--- src/rtl/vt_pkg.sv ---
// Package: shared constants for the LFSR video timing generator.
// Assumes a 16-bit Fibonacci-style LFSR shifting left with taps 15,4,2,1.
package vt_pkg;
    localparam int          CW        = 16;
    localparam logic [CW-1:0] TAPS    = 16'h8016;
    localparam logic [7:0]  MODE_RUN  = 8'h00;
    localparam logic [7:0]  MODE_BLNK = 8'h01;
    localparam logic [7:0]  MODE_OFF  = 8'h07;
    localparam int          NWIN      = 4;
endpackage

--- src/rtl/vt_lfsr_ctr.sv ---
// Module: one LFSR position counter.
// Steps on adv, reloads the all-ones seed on adv&wrap or when held.
// Assumes the tap mask gives a maximal-length sequence, so zero never occurs.
module vt_lfsr_ctr #(
    parameter int             W    = vt_pkg::CW,
    parameter logic [W-1:0]   TAPS = vt_pkg::TAPS
) (
    input  logic         clk,
    input  logic         rst_n,
    input  logic         hold,
    input  logic         adv,
    input  logic         wrap,
    output logic [W-1:0] state
);
    localparam logic [W-1:0] SEED = '1;

    // Advance, reload or hold the LFSR state.
    always_ff @(posedge clk) begin
        if (!rst_n || hold)
            state <= SEED;
        else if (adv)
            state <= wrap ? SEED : {state[W-2:0], ^(state & TAPS)};
    end


    lfsr_nonzero_chk: assert property (@(posedge clk) disable iff (!rst_n)
        state != '0);
endmodule

--- src/rtl/vt_window.sv ---
// Module: set/clear timing flag driven by LFSR compares.
// Set when the count equals on_st, cleared when it equals off_st (clear wins),
// evaluated only on enabled clocks; forced low by clr.
module vt_window #(
    parameter int W = vt_pkg::CW
) (
    input  logic         clk,
    input  logic         rst_n,
    input  logic         clr,
    input  logic         adv,
    input  logic [W-1:0] cnt,
    input  logic [W-1:0] on_st,
    input  logic [W-1:0] off_st,
    output logic         flag
);
    // Update the flag from the start and end compares.
    always_ff @(posedge clk) begin
        if (!rst_n || clr)
            flag <= 1'b0;
        else if (adv) begin
            if (cnt == off_st)
                flag <= 1'b0;
            else if (cnt == on_st)
                flag <= 1'b1;
        end
    end


    off_wins_chk: assert property (@(posedge clk) disable iff (!rst_n)
        (adv && cnt == off_st) |=> !flag);


    hold_chk: assert property (@(posedge clk) disable iff (!rst_n)
        (!adv && !clr) |=> $stable(flag));
endmodule

--- src/rtl/vt_mode_ctl.sv ---
// Module: sync-control decode and power-down latch.
// Runs only in mode 0x00 with the latch clear; mode 0x07 sets the latch,
// a timing-reload strobe in any other mode clears it.
module vt_mode_ctl (
    input  logic       clk,
    input  logic       rst_n,
    input  logic [7:0] sync_mode,
    input  logic       tmg_load,
    output logic       run
);
    logic pd_q;

    // Track the power-down state between mode writes and timing reloads.
    always_ff @(posedge clk) begin
        if (!rst_n)
            pd_q <= 1'b0;
        else if (sync_mode == vt_pkg::MODE_OFF)
            pd_q <= 1'b1;
        else if (tmg_load)
            pd_q <= 1'b0;
    end

    // Run only in the normal mode while not powered down.
    always_comb run = (sync_mode == vt_pkg::MODE_RUN) && !pd_q;


    pd_hold_chk: assert property (@(posedge clk) disable iff (!rst_n)
        (pd_q && !tmg_load) |=> !run);
endmodule

--- src/rtl/lfsr_vtiming.sv ---
// Module: LFSR-counter raster timing generator (top).
// Pixel and line counters are LFSRs; all compare inputs are LFSR states.
// Assumes compare values are changed only while the generator is not running.
module lfsr_vtiming (
    input  logic        clk,
    input  logic        rst_n,
    input  logic        pix_en,
    input  logic [7:0]  sync_mode,
    input  logic        tmg_load,
    input  logic [15:0] h_end,
    input  logic [15:0] h_sync_on,
    input  logic [15:0] h_sync_off,
    input  logic [15:0] h_act_on,
    input  logic [15:0] h_act_off,
    input  logic [15:0] v_end,
    input  logic [15:0] v_sync_on,
    input  logic [15:0] v_sync_off,
    input  logic [15:0] v_act_on,
    input  logic [15:0] v_act_off,
    output logic        hsync,
    output logic        vsync,
    output logic        de,
    output logic        frame_start
);
    localparam int W    = vt_pkg::CW;
    localparam int NWIN = vt_pkg::NWIN;

    logic         run;
    logic [W-1:0] h_q, v_q;
    logic         h_adv, h_wrap, v_adv, v_wrap;
    logic         fs_q;
    logic [W-1:0] w_on  [NWIN];
    logic [W-1:0] w_off [NWIN];
    logic [NWIN-1:0] w_q;

    vt_mode_ctl u_mode (
        .clk      (clk),
        .rst_n    (rst_n),
        .sync_mode(sync_mode),
        .tmg_load (tmg_load),
        .run      (run)
    );

    // Derive counter step and reload conditions.
    always_comb begin
        h_adv  = run && pix_en;
        h_wrap = (h_q == h_end);
        v_adv  = h_adv && h_wrap;
        v_wrap = (v_q == v_end);
    end

    vt_lfsr_ctr #(.W(W)) u_hctr (
        .clk(clk), .rst_n(rst_n), .hold(!run),
        .adv(h_adv), .wrap(h_wrap), .state(h_q)
    );

    vt_lfsr_ctr #(.W(W)) u_vctr (
        .clk(clk), .rst_n(rst_n), .hold(!run),
        .adv(v_adv), .wrap(v_wrap), .state(v_q)
    );

    // Gather the compare pairs: 0 hsync, 1 h window, 2 vsync, 3 v window.
    always_comb begin
        w_on[0] = h_sync_on;  w_off[0] = h_sync_off;
        w_on[1] = h_act_on;   w_off[1] = h_act_off;
        w_on[2] = v_sync_on;  w_off[2] = v_sync_off;
        w_on[3] = v_act_on;   w_off[3] = v_act_off;
    end

    for (genvar g = 0; g < NWIN; g++) begin : g_win
        localparam bit IS_H = (g < 2);
        vt_window #(.W(W)) u_win (
            .clk   (clk),
            .rst_n (rst_n),
            .clr   (!run),
            .adv   (h_adv),
            .cnt   (IS_H ? h_q : v_q),
            .on_st (w_on[g]),
            .off_st(w_off[g]),
            .flag  (w_q[g])
        );
    end

    // Pulse frame_start after the clock on which both counters reload.
    always_ff @(posedge clk) begin
        if (!rst_n)
            fs_q <= 1'b0;
        else
            fs_q <= v_adv && v_wrap;
    end

    // Drive the outputs from the window flags.
    always_comb begin
        hsync       = w_q[0];
        de          = w_q[1] && w_q[3];
        vsync       = w_q[2];
        frame_start = fs_q;
    end


    fs_one_chk: assert property (@(posedge clk) disable iff (!rst_n)
        frame_start |=> !frame_start);


    fs_seed_chk: assert property (@(posedge clk) disable iff (!rst_n)
        frame_start |-> (h_q == '1 && v_q == '1));


    line_step_chk: assert property (@(posedge clk) disable iff (!rst_n)
        (v_adv && !v_wrap) |=> v_q != $past(v_q));


    idle_chk: assert property (@(posedge clk) disable iff (!rst_n)
        !run |=> (!hsync && !vsync && !de && !frame_start && h_q == '1 && v_q == '1));
endmodule

--- config.mk ---
export PLATFORM = sky130hd
export DESIGN_NAME = lfsr_vtiming
export DESIGN_NICKNAME = d
export VERILOG_FILES = /design/src/rtl/vt_pkg.sv /design/src/rtl/vt_lfsr_ctr.sv /design/src/rtl/vt_window.sv /design/src/rtl/vt_mode_ctl.sv /design/src/rtl/lfsr_vtiming.sv
export SDC_FILE = /design/constraint.sdc
export NUM_CORES = 1
export LEC_CHECK = 0
export ABC_AREA = 1
export ABC_CLOCK_PERIOD_IN_PS = 1500
export CAP_MARGIN = 10
export CORE_MARGIN = 4
export CORE_UTILIZATION = 55
export CTS_BUF_LIST = sky130_fd_sc_hd__clkbuf_8
export DETAILED_ROUTE_END_ITERATION = 12
export DONT_BUFFER_PORTS = 1
export GPL_TIMING_DRIVEN = 0
export PLACE_DENSITY = 0.78
export SLEW_MARGIN = 10
export SYNTH_ARGS = -nofsm -noshare
export SYNTH_HDL_FRONTEND = slang
export SYNTH_SLANG_ARGS = --single-unit
--- constraint.sdc ---
create_clock -name clk -period 1.5 [get_ports clk]
set_input_delay 0.3 -clock clk [delete_from_list [all_inputs] [get_ports clk]]
set_output_delay 0.3 -clock clk [all_outputs]
set_load 0.01 [all_outputs]
==> Word-level counts from Yosys, hierarchy flattened <==
Index checks and enable logic that the tools add are counted.
{ "totals": {"regBits": 38, "inputBits": 172, "output_inout_bits": 4, "wordCells": 52} }
{ "classes": {"n_eq_ne": 11, "mux": 12, "n_reduce_logical": 21} }
{ "ops": {"columns": ["cell", "count"], "rows": [
  ["$eq A16 B16 Y1", 10],
  ["$mux W16", 2],
  ["$reduce_xor A16 Y1", 2],
  ["$mux W1", 10],
  ["$reduce_bool A2 Y1", 5],
  ["$eq A8 B3 Y1 const B", 1],
  ["$logic_not A8 Y1", 1],
  ["$reduce_and A2 Y1", 4],
  ["$logic_and A1 B1 Y1", 5],
  ["$logic_not A1 Y1", 3],
  ["$logic_or A1 B1 Y1", 1]
]} }

==> Longest topological paths before layout <==
{ "logic_depth": {"ltp_word": 5, "mapped_depth": 12, "mapped_depth_nobuf": 10} }

==> Modules after synthesis <==
Synthesis repeated with hierarchy kept, for this count alone.
{ "hier_totals": {"cells_unflattened": 888, "area_unflattened_um2": 4444.3} }
{ "modules_own_cells": {"columns": ["mod", "n_inst", "cells_per_inst", "area_per_inst_um2"], "rows": [
  ["vt_window", 4, 132, 580.6],
  ["vt_lfsr_ctr", 2, 88, 669.4],
  ["lfsr_vtiming", 1, 164, 679.4],
  ["vt_mode_ctl", 1, 20, 103.8]
]} }

==> Worst setup path before layout <==
No wires, ideal clock.
{ "synth_timing": {"kind": "in2reg", "from": "input sync_mode[7]", "to": "register u_vctr.state[5]", "t_arrival_ns": 1.366, "slack_ns": 0.022, "cell_stages": 7, "n_path_buf": 1, "cell_sequence": "nor2_1 -> nand2_2 -> nor3_4 -> nand4_2 -> buf_6 -> nor2_2 -> nor2_2"} }
{ "synth_via": {"elab_chain_len": 4, "word_cells_on_any_way": 6, "cone_classes": "6 x reduce/logical"} }
{ "synth_lines": {"columns": ["element", "line", "source"], "rows": [
  ["start, declared", "lfsr_vtiming.sv:8", "input logic [7:0] sync_mode,"],
  ["$logic_not A8 Y1 *", "vt_mode_ctl.sv:24", "always_comb run = (sync_mode == vt_pkg::MODE_RUN) && !pd_q;"],
  ["$logic_and A1 B1 Y1 *", "vt_mode_ctl.sv:24", null],
  ["$logic_and A1 B1 Y1 or $logic_not A1 Y1 (tied branches)", "lfsr_vtiming.sv:46, lfsr_vtiming.sv:58", null],
  ["$logic_and A1 B1 Y1 or $logic_or A1 B1 Y1 (tied branches)", "lfsr_vtiming.sv:48, vt_lfsr_ctr.sv:19", null],
  ["end signal, assigned", "vt_lfsr_ctr.sv:22", "state <= wrap ? SEED : {state[W-2:0], ^(state & TAPS)};"],
  ["end, declared", "vt_lfsr_ctr.sv:13", "output logic [W-1:0] state"]
]} }
Every way passes the cells marked *; elsewhere a longest branch is shown, timed or not.
A chain may end at the register's enable or synchronous reset.

==> Worst setup path after layout <==
{ "layout_timing": {"from": "register u_mode.pd_q", "to": "register u_vctr.state[14]"} }
{ "layout_via": {"elab_chain_len": 4, "word_cells_on_any_way": 6, "cone_classes": "6 x reduce/logical"} }
{ "layout_lines": {"columns": ["element", "line", "source"], "rows": [
  ["start, declared", "vt_mode_ctl.sv:11", "logic pd_q;"],
  ["start signal, assigned", "vt_mode_ctl.sv:16", "pd_q <= 1'b0;"],
  ["start signal, assigned", "vt_mode_ctl.sv:18", "pd_q <= 1'b1;"],
  ["start signal, assigned", "vt_mode_ctl.sv:20", "pd_q <= 1'b0;"],
  ["$logic_not A1 Y1 *", "vt_mode_ctl.sv:24", null],
  ["$logic_and A1 B1 Y1 *", "vt_mode_ctl.sv:24", null],
  ["$logic_and A1 B1 Y1 or $logic_not A1 Y1 (tied branches)", "lfsr_vtiming.sv:46, lfsr_vtiming.sv:58", null],
  ["$logic_and A1 B1 Y1 or $logic_or A1 B1 Y1 (tied branches)", "lfsr_vtiming.sv:48, vt_lfsr_ctr.sv:19", null]
]} }
Marked as above.

==> run metrics <==
violated checks negative setup slack; total grt overflow 0; placement-stage cell area 4170 µm²; clk_lat worst skew 0.30 ns; root buffer selected by CTS sky130_fd_sc_hd__clkbuf_8; height of the die 93.78 µm; mux share of post-synthesis cell area 0%; vias after detailed routing 4494; kind of path behind the tightest hold check in -> reg; ordered cell list for the critical path nor2_2, nand3_2, nor3_4, buf_12, nand4_4, buf_8, nor2_2, nor2_2; fraction of the mapped netlist area in adder cells 0%; total standard cell area after synthesis 4046 µm²; global-route wire length before repair 19910 µm; fraction of power consumed by sequential logic 50.6%; pin count of the biggest net entering global routing 11; maximum achievable frequency 0.6600 GHz; die boundary width 93.78 µm; Synth Net Count 860; prevailing post-synth register cell sky130_fd_sc_hd__dfxtp_1; number of fill cells in the layout 675; total routing usage reported by global routing 29.03%; share of synthesized flip-flops with an asynchronous set or reset 0%; maximum net fanout on the critical path 10; max-capacitance violation count 0; area of the multi-input gates 2938 µm²; Clock transition at path regs 0.07 ns; Required @ worst endpoint 1.69 ns; number of flops mapped to enable cells by yosys 0; minimum period implied by the final worst setup slack 1.515 ns; effective utilization at floorplan 56.09%; average wire per standard cell 16.25 µm; xor/xnor cell area share of the yosys netlist 14.29%; area fraction in compound gates after synthesis 10.36%; DRC viols 0; cell area power density 393.6 nW/µm²; Setup WS post-layout -0.01523 ns; total routed wirelength 13490 µm; final instance count without filler cells 830; number of register bits inferred by synthesis 38; Combinational Power Share 14.8%; number of global-route vias before repair 4168; data arrival time of the worst path 1.71 ns; Tightest Pin Transition 0.5267 ns; initial antenna violation count 0; worst hold slack 0.2259 ns; cells after synthesis 688; Post-Place Setup Slack -0.3390 ns; Leakage 2.120 nW; Antenna Nets Post-Route 0; setup repair after global routing missed its margin yes; power share of the clock group 34.7%; synthesis-to-finish area growth 21.89%; maximum level of the CTS H-tree 2; layout cell share with drive strength beyond 1 28.45%; Via-to-Cell Ratio 5.414; internal power component 1.418 mW; proportion of synthesized chip area in sequential cells 18.80%; CP Class reg -> reg; 1st-pass router iterations 5; nature of the critical path endpoint register; Ant. Diodes 0; Iter 0 DRT Violations 248; Finish-stage setup viols 8; TritonCTS clock tree built; Sequential Area 837.1 µm²; Hold Violations, Final 0; number of hold buffers added after cts 0; CP Launch Type register; combinational family with the most area after synthesis simple AND/OR/NAND/NOR gates; worst-case headroom to the max-slew limit 64.89%; simple-gate share of the synthesized area 43.88%; net switching share of the total power 26.94%; core region area 7214 µm²; summed area of non-filler cells in the final layout 4932 µm²; number of ports placed on the die boundary 176; count of final max-slew check failures 0; fraction of the cycle the final worst path needs 101.0%; Critical path buffers and inverters 2; last weighted congestion value of the routability-driven placer 0.9659; count of different cell masters after synthesis 33; average instance area after synthesis 5.881 µm²; Inserted Clock Buffers 5; yosys synthesis warning count 0; family with the most delay on the worst path simple AND/OR/NAND/NOR gates; number of buffers added on ports 0; DP Cell Count 787; Final Net Count 903; highest cell delay on the worst timing path 0.33 ns; half-perimeter wire length after placement 10300 µm; Setup Skew 0.01551 ns; total die area 8794 µm²; CTS Buffer Depth 2; peak supply drop 326.4 µV; Row Count 31; Critical Path Most Common Cell sky130_fd_sc_hd__nor2_2; slowest stage cell on the critical path sky130_fd_sc_hd__dfxtp_1; reported net switching power 0.5231 mW; CTS sink cnt 38; run status finished with violations
[final cells by class]
cell class | count | area share (%)
inverters | 81 | 7.103
clock buffers | 5 | 1.395
well taps | 99 | 2.511
multi-input cells | 543 | 59.56
clock inverters | 2 | 0.1522
flip-flops and latches | 38 | 16.97
repair buffers | 49 | 9.209
plain buffers | 13 | 3.095
[per-layer routing]
metal  share of wire, %  vias up  track usage, %  wire [µm]
met5                  0        -               0          0
met4                2.8        0           9.868        373
met3                8.5       34           5.128       1150
met1                 42     2049           38.83       5625
met2                 47      207           46.95       6336
li1                   -     2204               -          -
[sequential cells by signal, summed over array words and instances (netlist names)]
signal,flops
u_vctr.state,16
u_hctr.state,16
g_win.u_win.flag,4
u_mode.pd_q,1
frame_start,1
[power groups by stage]
stage | Combinational [mW] | Clock, mW | Sequential (mW)
final | 0.286 | 0.673 | 0.982
after global routing | 0.327 | 0.715 | 0.981
after CTS | 0.271 | 0.673 | 1.01
after detailed placement | 0.266 | 0 | 1.03
after global placement | 0.258 | 0 | 1.03
after floorplan | 0.227 | 0 | 1.03
[worst reg2reg max path, delay by kind of cell (launching register included)]
family / cells / cell delay (ns)
buf+inv: 2 / 0.33
flops: 1 / 0.33
simple gates: 6 / 0.76
[final timing paths]
check	depth (start not counted)	slack [ns]	start	endpoint
min	3	0.23	sync_mode[3]	u_mode.pd_q
max	8	-0.02	u_mode.pd_q	u_vctr.state[14]
max reg2reg	8	-0.02	u_mode.pd_q	u_vctr.state[14]
min reg2reg	4	0.51	g_win[3].u_win.flag	g_win[3].u_win.flag
[through the flow]
step	TNS, ns	utilization [%]	power, mW
5_1_grt	-1.860	68.37	2.024
6_report	-0.06719	68.37	1.941
3_5_place_dp	-7.085	57.80	1.298
2_1_floorplan	0	-	1.259
3_3_place_gp	-5.540	57.80	1.290
4_1_cts	-0.9140	63.35	1.951
[what timing repair did]
action	in CTS	in global routing
resized for setup	39	89
endpoints found under the setup margin	35	36
buffers inserted	27	20
endpoints found under the hold margin	0	0
gates cloned	1	1
pin swaps	7	40
[placed cells by master, fill, tap and decap left out, drive strengths merged, types with 11 or more instances in the layout]
cell,instances
buf,59
dfxtp,38
inv,82
nand2,212
nand3,32
nor2,131
nor3,11
o21ai,61
xnor2,20
xor2,46
[cell families (layout without fill, tap and decap cells)]
family                    Yosys count  in the layout
DFF                                38             38
and+or+nand+nor                   398            398
AOI/OAI and AO/OA                  79             79
xor gates and xnor gates           66             66
buffers and inverters             107            150
[synthesized netlist by cell type (7+ instances only)]
library cell / count / share of area [%]
sky130_fd_sc_hd__nand2_1: 202 / 19
sky130_fd_sc_hd__nor2_1: 98 / 9.1
sky130_fd_sc_hd__inv_1: 67 / 6.2
sky130_fd_sc_hd__o21ai_0: 61 / 7.5
sky130_fd_sc_hd__xor2_1: 46 / 10
sky130_fd_sc_hd__dfxtp_1: 38 / 19
sky130_fd_sc_hd__nor2_2: 33 / 5.1
sky130_fd_sc_hd__nand3_1: 21 / 2.6
sky130_fd_sc_hd__xnor2_1: 20 / 4.3
sky130_fd_sc_hd__nand3_2: 11 / 2.7
sky130_fd_sc_hd__inv_2: 10 / 0.93
sky130_fd_sc_hd__nand2_2: 9 / 1.4
sky130_fd_sc_hd__nor3_1: 9 / 1.1
sky130_fd_sc_hd__o22ai_1: 8 / 1.2
sky130_fd_sc_hd__buf_6: 7 / 1.9
No activity file was read; power rests on OpenSTA's default activity.
